**src/rtl/tls_pkg.sv**
```systemverilog
package tls_pkg;

    // header field layout (bit positions decoded by this block)
    localparam int KIND_LSB      = 30;
    localparam int KIND_W        = 2;
    localparam int KIND_TR       = 3;
    localparam int LAST_LSB      = 0;
    localparam int LAST_W        = 14;
    localparam int RIDX_LSB      = 14;
    localparam int RIDX_W        = 6;
    localparam int RCNT_LSB      = 20;
    localparam int RCNT_W        = 9;
    localparam int SZ_LSB        = 24;
    localparam int SZ_W          = 3;
    localparam int SZ_MAX_CODE   = 3;
    localparam int SZ_BASE_SHIFT = 4;
    localparam logic [RCNT_W-1:0] RCNT_FOREVER = {RCNT_W{1'b1}};

    typedef struct packed {
        logic [LAST_W-1:0] last;
        logic [RIDX_W-1:0] ridx;
        logic [RCNT_W-1:0] rcnt;
        logic [SZ_W-1:0]   szc;
    } list_cfg_t;

    typedef enum logic [0:0] {
        ST_IDLE = 1'b0,
        ST_RUN  = 1'b1
    } walk_st_t;

    typedef enum logic [1:0] {
        NX_STEP   = 2'd0,
        NX_RELOAD = 2'd1,
        NX_LOOP   = 2'd2,
        NX_END    = 2'd3
    } step_kind_t;

    function automatic list_cfg_t unpack_hdr(input logic [31:0] w0, input logic [31:0] w1);
        list_cfg_t c;
        c.last = w0[LAST_LSB +: LAST_W];
        c.ridx = w0[RIDX_LSB +: RIDX_W];
        c.rcnt = w0[RCNT_LSB +: RCNT_W];
        c.szc  = w1[SZ_LSB +: SZ_W];
        return c;
    endfunction

    // action taken when the executor finishes record idx
    function automatic step_kind_t classify(input logic [LAST_W-1:0] idx,
                                            input list_cfg_t cfg,
                                            input logic [RCNT_W-1:0] rem);
        if (idx < cfg.last)              return NX_STEP;
        else if (cfg.rcnt == RCNT_FOREVER) return NX_LOOP;
        else if (rem != '0)              return NX_RELOAD;
        else                             return NX_END;
    endfunction

endpackage

```
**src/rtl/tls_hdr_decode.sv**
```systemverilog
module tls_hdr_decode
    import tls_pkg::*;
(
    input  logic [31:0] hdr0,
    input  logic [31:0] hdr1,
    output list_cfg_t   cfg,
    output logic        hdr_ok
);
    logic kind_ok;
    logic size_ok;
    logic unused_bits;

    always_comb begin
        cfg     = unpack_hdr(hdr0, hdr1);
        kind_ok = (hdr0[KIND_LSB +: KIND_W] == KIND_W'(KIND_TR));
        size_ok = (cfg.szc <= SZ_W'(SZ_MAX_CODE));
        hdr_ok  = kind_ok && size_ok;
    end

    assign unused_bits = ^{hdr0[29], hdr1[31:27], hdr1[23:0]};

endmodule

```
**src/rtl/tls_addr_gen.sv**
```systemverilog
module tls_addr_gen
    import tls_pkg::*;
#(
    parameter int AW = 32
) (
    input  logic [AW-1:0]     base,
    input  logic [LAST_W-1:0] idx,
    input  logic [SZ_W-1:0]   szc,
    output logic [AW-1:0]     addr
);
    localparam int OFF_W = LAST_W + 1 + SZ_BASE_SHIFT + SZ_MAX_CODE;

    logic [OFF_W-1:0] slot;
    logic [OFF_W-1:0] off;
    logic             unused_szc;

    // slot 0 holds the packet info block, so record n lives in slot n+1
    always_comb begin
        slot = OFF_W'(idx) + OFF_W'(1);
        off  = slot << (SZ_BASE_SHIFT + int'(szc[1:0]));
    end

    assign addr       = base + AW'(off);
    assign unused_szc = szc[2];

endmodule

```
**src/rtl/tls_walk_ctrl.sv**
```systemverilog
module tls_walk_ctrl
    import tls_pkg::*;
(
    input  logic              clk,
    input  logic              rst,
    input  logic              start,
    input  logic              abort,
    input  logic              rec_done,
    input  list_cfg_t         cfg_in,
    input  logic              hdr_ok,
    output list_cfg_t         cfg_q,
    output logic [LAST_W-1:0] idx_q,
    output logic              rec_req,
    output logic              done,
    output logic              err
);
    walk_st_t          st_q;
    logic [RCNT_W-1:0] rem_q;
    step_kind_t        nx;

    assign rec_req = (st_q == ST_RUN);
    assign nx      = classify(idx_q, cfg_q, rem_q);

    always_ff @(posedge clk) begin
        if (rst) begin
            st_q  <= ST_IDLE;
            idx_q <= '0;
            rem_q <= '0;
            cfg_q <= '0;
            done  <= 1'b0;
            err   <= 1'b0;
        end else begin
            done <= 1'b0;
            err  <= 1'b0;
            if (abort) begin
                st_q  <= ST_IDLE;
                idx_q <= '0;
            end else begin
                case (st_q)
                    ST_IDLE: begin
                        if (start) begin
                            if (hdr_ok) begin
                                cfg_q <= cfg_in;
                                rem_q <= cfg_in.rcnt;
                                idx_q <= '0;
                                st_q  <= ST_RUN;
                            end else begin
                                err <= 1'b1;
                            end
                        end
                    end
                    ST_RUN: begin
                        if (rec_done) begin
                            case (nx)
                                NX_STEP:   idx_q <= idx_q + LAST_W'(1);
                                NX_LOOP:   idx_q <= LAST_W'(cfg_q.ridx);
                                NX_RELOAD: begin
                                    idx_q <= LAST_W'(cfg_q.ridx);
                                    rem_q <= rem_q - RCNT_W'(1);
                                end
                                default: begin
                                    st_q <= ST_IDLE;
                                    done <= 1'b1;
                                end
                            endcase
                        end
                    end
                    default: st_q <= ST_IDLE;
                endcase
            end
        end
    end

    AST_DONE_ONE_CYCLE: assert property (@(posedge clk) disable iff (rst)
        done |=> !done);
    AST_DONE_NO_REQ: assert property (@(posedge clk) disable iff (rst)
        done |-> !rec_req);
    AST_ERR_NO_REQ: assert property (@(posedge clk) disable iff (rst)
        err |-> !rec_req);
    AST_ABORT_IDLE: assert property (@(posedge clk) disable iff (rst)
        abort |=> (!rec_req && !done));
    AST_IDX_HOLD: assert property (@(posedge clk) disable iff (rst)
        (rec_req && !rec_done && !abort) |=> (rec_req && $stable(idx_q)));
    AST_IDX_STEP: assert property (@(posedge clk) disable iff (rst)
        (rec_req && rec_done && !abort && idx_q < cfg_q.last) |=> (idx_q == $past(idx_q) + LAST_W'(1)));
    AST_RELOAD_DEC: assert property (@(posedge clk) disable iff (rst)
        (rec_req && rec_done && !abort && idx_q >= cfg_q.last && cfg_q.rcnt != RCNT_FOREVER && rem_q != '0)
        |=> (rem_q == $past(rem_q) - RCNT_W'(1) && idx_q == LAST_W'(cfg_q.ridx)));
    AST_FOREVER_NO_DONE: assert property (@(posedge clk) disable iff (rst)
        (rec_req && cfg_q.rcnt == RCNT_FOREVER) |=> !done);

endmodule

```
**src/rtl/tls_sequencer.sv**
```systemverilog
module tls_sequencer
    import tls_pkg::*;
#(
    parameter int AW = 32
) (
    input  logic              clk,
    input  logic              rst,
    input  logic              start,
    input  logic [31:0]       hdr0,
    input  logic [31:0]       hdr1,
    input  logic [AW-1:0]     base,
    input  logic              abort,
    output logic              rec_req,
    output logic [AW-1:0]     rec_addr,
    output logic [LAST_W-1:0] rec_idx,
    input  logic              rec_done,
    output logic              done,
    output logic              err
);
    list_cfg_t     cfg_dec;
    list_cfg_t     cfg_q;
    logic          hdr_ok;
    logic [AW-1:0] base_q;

    tls_hdr_decode u_dec (
        .hdr0   (hdr0),
        .hdr1   (hdr1),
        .cfg    (cfg_dec),
        .hdr_ok (hdr_ok)
    );

    tls_walk_ctrl u_ctrl (
        .clk      (clk),
        .rst      (rst),
        .start    (start),
        .abort    (abort),
        .rec_done (rec_done),
        .cfg_in   (cfg_dec),
        .hdr_ok   (hdr_ok),
        .cfg_q    (cfg_q),
        .idx_q    (rec_idx),
        .rec_req  (rec_req),
        .done     (done),
        .err      (err)
    );

    // base is captured with the header at an accepted start
    always_ff @(posedge clk) begin
        if (rst)
            base_q <= '0;
        else if (start && !rec_req && !abort && hdr_ok)
            base_q <= base;
    end

    tls_addr_gen #(.AW(AW)) u_addr (
        .base (base_q),
        .idx  (rec_idx),
        .szc  (cfg_q.szc),
        .addr (rec_addr)
    );

    AST_ERR_ONE_CYCLE: assert property (@(posedge clk) disable iff (rst)
        err |=> !err || $past(start));
    AST_ADDR_ABOVE_BASE: assert property (@(posedge clk) disable iff (rst)
        rec_req |-> (rec_addr > base_q || rec_addr < base_q));

endmodule

```
**config.mk**
```make
export PLATFORM = sky130hd
export DESIGN_NAME = tls_sequencer
export DESIGN_NICKNAME = d
export VERILOG_FILES = /design/src/rtl/tls_pkg.sv /design/src/rtl/tls_hdr_decode.sv /design/src/rtl/tls_addr_gen.sv /design/src/rtl/tls_walk_ctrl.sv /design/src/rtl/tls_sequencer.sv
export SDC_FILE = /design/constraint.sdc
export NUM_CORES = 1
export LEC_CHECK = 0
export ABC_CLOCK_PERIOD_IN_PS = 11200
export BUFFER_PORTS_ARGS = -buffer_cell sky130_fd_sc_hd__clkbuf_2
export CAP_MARGIN = 15
export CORE_AREA = 2 2 107 109
export DETAILED_ROUTE_END_ITERATION = 7
export DIE_AREA = 0 0 109 111
export GPL_ROUTABILITY_DRIVEN = 0
export GPL_TIMING_DRIVEN = 0
export PLACE_DENSITY = 0.86
export SYNTH_ARGS = -nofsm -noshare
export SYNTH_HDL_FRONTEND = slang
export SYNTH_SLANG_ARGS = --single-unit
```
**constraint.sdc**
```tcl
create_clock -name clk -period 11.2 [get_ports clk]
set_clock_uncertainty 0.1 [all_clocks]
set_input_delay 1.12 -clock clk [delete_from_list [all_inputs] [get_ports clk]]
set_output_delay 1.12 -clock clk [all_outputs]
set_load 0.02 [all_outputs]
```
==> results.md <==
* Arr. time, crit path at 4.57 ns
* Synthesized cell area at 5650 µm²
* Post-synth ARST share at 0%
* Largest net degree at the start of global routing at 17
* Critical Path Fanout Max at 9
* Postcts setup bufs at 0
* Area of the multi-input gates at 3570 µm²
* Avg Vias per Cell at 5.71
* Count leader, synth: nand2_1
* Fmax at 0.173 GHz
* Die span in x at 109 µm
* First-pass GRT wire length at 25.0 mm
* Pwr per Cell Area at 99.9 nW/µm²
* Crit share post-route at 51.7%
* Total power at 0.000670 W
* # port buffers at 118
* Synthesis-to-finish area growth at 18.5%
* Bufs on Longest Clock Path at 2
* WL/cell at 14.5 µm
* Syn Nets at 929
* Pre-antenna DRT Iters at 8
* Via count at 6,105
* GR Overflow Total at 0
* Critical path's most frequent cell: a21oi_1
* Total Routing Usage GR at 25.6%
* #FFs+latches synth at 89
* Vias in the first global route at 5,332
* Ranking of synthesized cells by area: dfxtp_1 (32%), a21oi_1 (12%), nand2_1 (12%), ha_1 (7.7%), nor2_1 (4.0%)
* Setup TNS at 0 ns
* Startpoint types: flip-flop
* Final setup violation count at 0
* Critical Path RT at 9.98 ns
* DRT Wirelength at 15.5 mm
* Sinks on Clock Net at 89
* Post-CTS Resized at 0
* Final Max Tran Viols at 0
* CTS buffer count at 9
* Core Region at 11,100 µm²
* Min Hold Slack at 0.354 ns
* Final min period at 5.79 ns
* Slew Limit Headroom at 44.7%
* Antenna cells at 0
* Kind of critical path: reg2out
* Hold buffers post-CTS at 0
* Boundary Pins at 150
* Layout cells sized above 1 at 18.9%
* Die footprint at 12,100 µm²
* Bufs and invs on worst path at 1
* Synth top area share at 31.5%
* CTS tree: built
* CP cell instances: ha_1 > nand3_1 > nor2_1 > nand2_1 > a21oi_1 > a21oi_1 > o21bai_1 > o21ai_0 > ha_1 > a21oi_1 > o21ai_0 > a2111oi_0 > nor2_1 > o21ai_2 > a21boi_0 > xor2_1 > clkbuf_2
* Maxcap violations at 0
* Synth cell types at 61
* H-tree depth at 3
* # fillers at 1,006
* RSZ-0062 raised after global routing: no
* Worst setup margin at 5.41 ns
* Clock latency at the later pin of the worst-skew pair at 0.34 ns
* Initial antenna violation count at 0
* Final ANT Viol Nets at 0
* Clk slew on worst S/H paths at 0.07 ns
* HP Class: reg2reg
* EDFF count, synth at 0
* Actual slew at the worst max-slew pin at 0.827 ns
* Worst path slowest cell: nor2_1
* Syn avg cell area at 7.14 µm²
* Mapped Cells at 792
* Row Count at 39
* CP Capture Type: output pin
* Slowest stage delay, CP at 0.55 ns
* Height of the die at 111 µm
* Residual DRC at 0
* Sequential-to-total area share from yosys stat at 31.5%
* Main flop type after synthesis: dfxtp_1
* Place WS at 5.81 ns
* Final Hold Vio Count at 0
* Leakage at 2.73 nW
* Top cells by count, synth: nand2_1 (180), a21oi_1 (136), dfxtp_1 (89)
* 1st-iter DRT viols at 678
* Storage element area at 1780 µm²
* NumNets Final at 1,058
* Cell taking the most area after synthesis: dfxtp_1
* Status: finished clean
* Placed wire-length estimate at 11.9 mm
* Top delay family on crit path: compound AO/OA/AOI/OAI gates
* Syn. warnings at 0
* Root buffer cell: clkbuf_16
* Initial core utilization at 51.0%
* Maximum vdd ir drop at 0.0811 mV
registers in the layout, indices dropped and copies added (netlist names):
name	cells
u_ctrl.rem_q	9
base_q	32
u_ctrl.rec_req	1
u_ctrl.err	1
u_ctrl.done	1
u_ctrl.cfg_q	31
u_ctrl.idx_q	14
where the power goes:
part | internal [W] | switching (W) | total (W)
combinational | 0.0000255 | 0.0000391 | 0.0000645
sequential | 0.000320 | 0.00000245 | 0.000322
clock | 0.000153 | 0.000130 | 0.000283
layout make-up:
class / count / area share, %
plain buffers: 46 / 3.17
clock buffers: 10 / 3.42
clock inverters: 6 / 0.747
inverters: 25 / 1.40
multi-input cells: 632 / 53.2
flip-flops and latches: 89 / 26.6
well taps: 143 / 2.67
repair buffers: 118 / 8.81
final timing paths:
check                endpoint             start  cells after the start  slack [ns]
max              rec_addr[23]   u_ctrl.idx_q[1]                     17        5.41
max reg2reg   u_ctrl.idx_q[9]   u_ctrl.idx_q[1]                     12        7.30
min          u_ctrl.cfg_q[25]  u_ctrl.cfg_q[25]                      2        0.35
min reg2reg  u_ctrl.cfg_q[25]  u_ctrl.cfg_q[25]                      2        0.35
metrics by stage:
stage	util, %	std cells	area, µm²
after floorplan	-	792	5650
after global placement	58.0	1053	6420
after detailed placement	58.0	1053	6420
after CTS	60.5	1069	6700
after global routing	60.5	1069	6700
final	60.5	1069	6700
cells by family after synthesis:
family	share of synthesized area, %
AO/OA/AOI/OAI	23.8
XOR/XNOR	4.34
adder cells (fa/ha/maj)	8.10
buffers and inverters	5.42
flip-flops	31.5
multiplexers	1.84
AND/OR/NAND/NOR	25.0
worst min-delay path, cell delays in order (launching register included):
cell and delay [ns]:
dfxtp_1 0.31, nand2_1 0.05, a21oi_1 0.05
metal layers:
| metal | share of wire [%] | GRT usage, % | up-vias |
|---|---|---|---|
| met3 | 8.1 | 4.29 | 25 |
| met1 | 43 | 35.3 | 2805 |
| met4 | 1.7 | 7.35 | 0 |
| li1 | - | - | 3008 |
| met2 | 47 | 40.9 | 267 |
| met5 | 0 | 0 | - |
layout by cell type, fill, tap and decap left out, types with 7 or more instances in the layout:
cell type	netlist	final
nand2_1	180	180
a21oi_1	136	136
clkbuf_2	2	120
dfxtp_1	89	89
nor2_1	60	60
o21ai_0	36	36
ha_1	35	35
inv_1	23	23
clkbuf_1	21	22
nand3_1	22	22
buf_2	18	18
xnor2_1	17	17
nor3_1	14	14
a21o_1	12	12
xor2_1	11	11
clkbuf_16	0	9
a211oi_1	7	7
mux2i_1	7	7
Power figures use the tool's default switching activity.
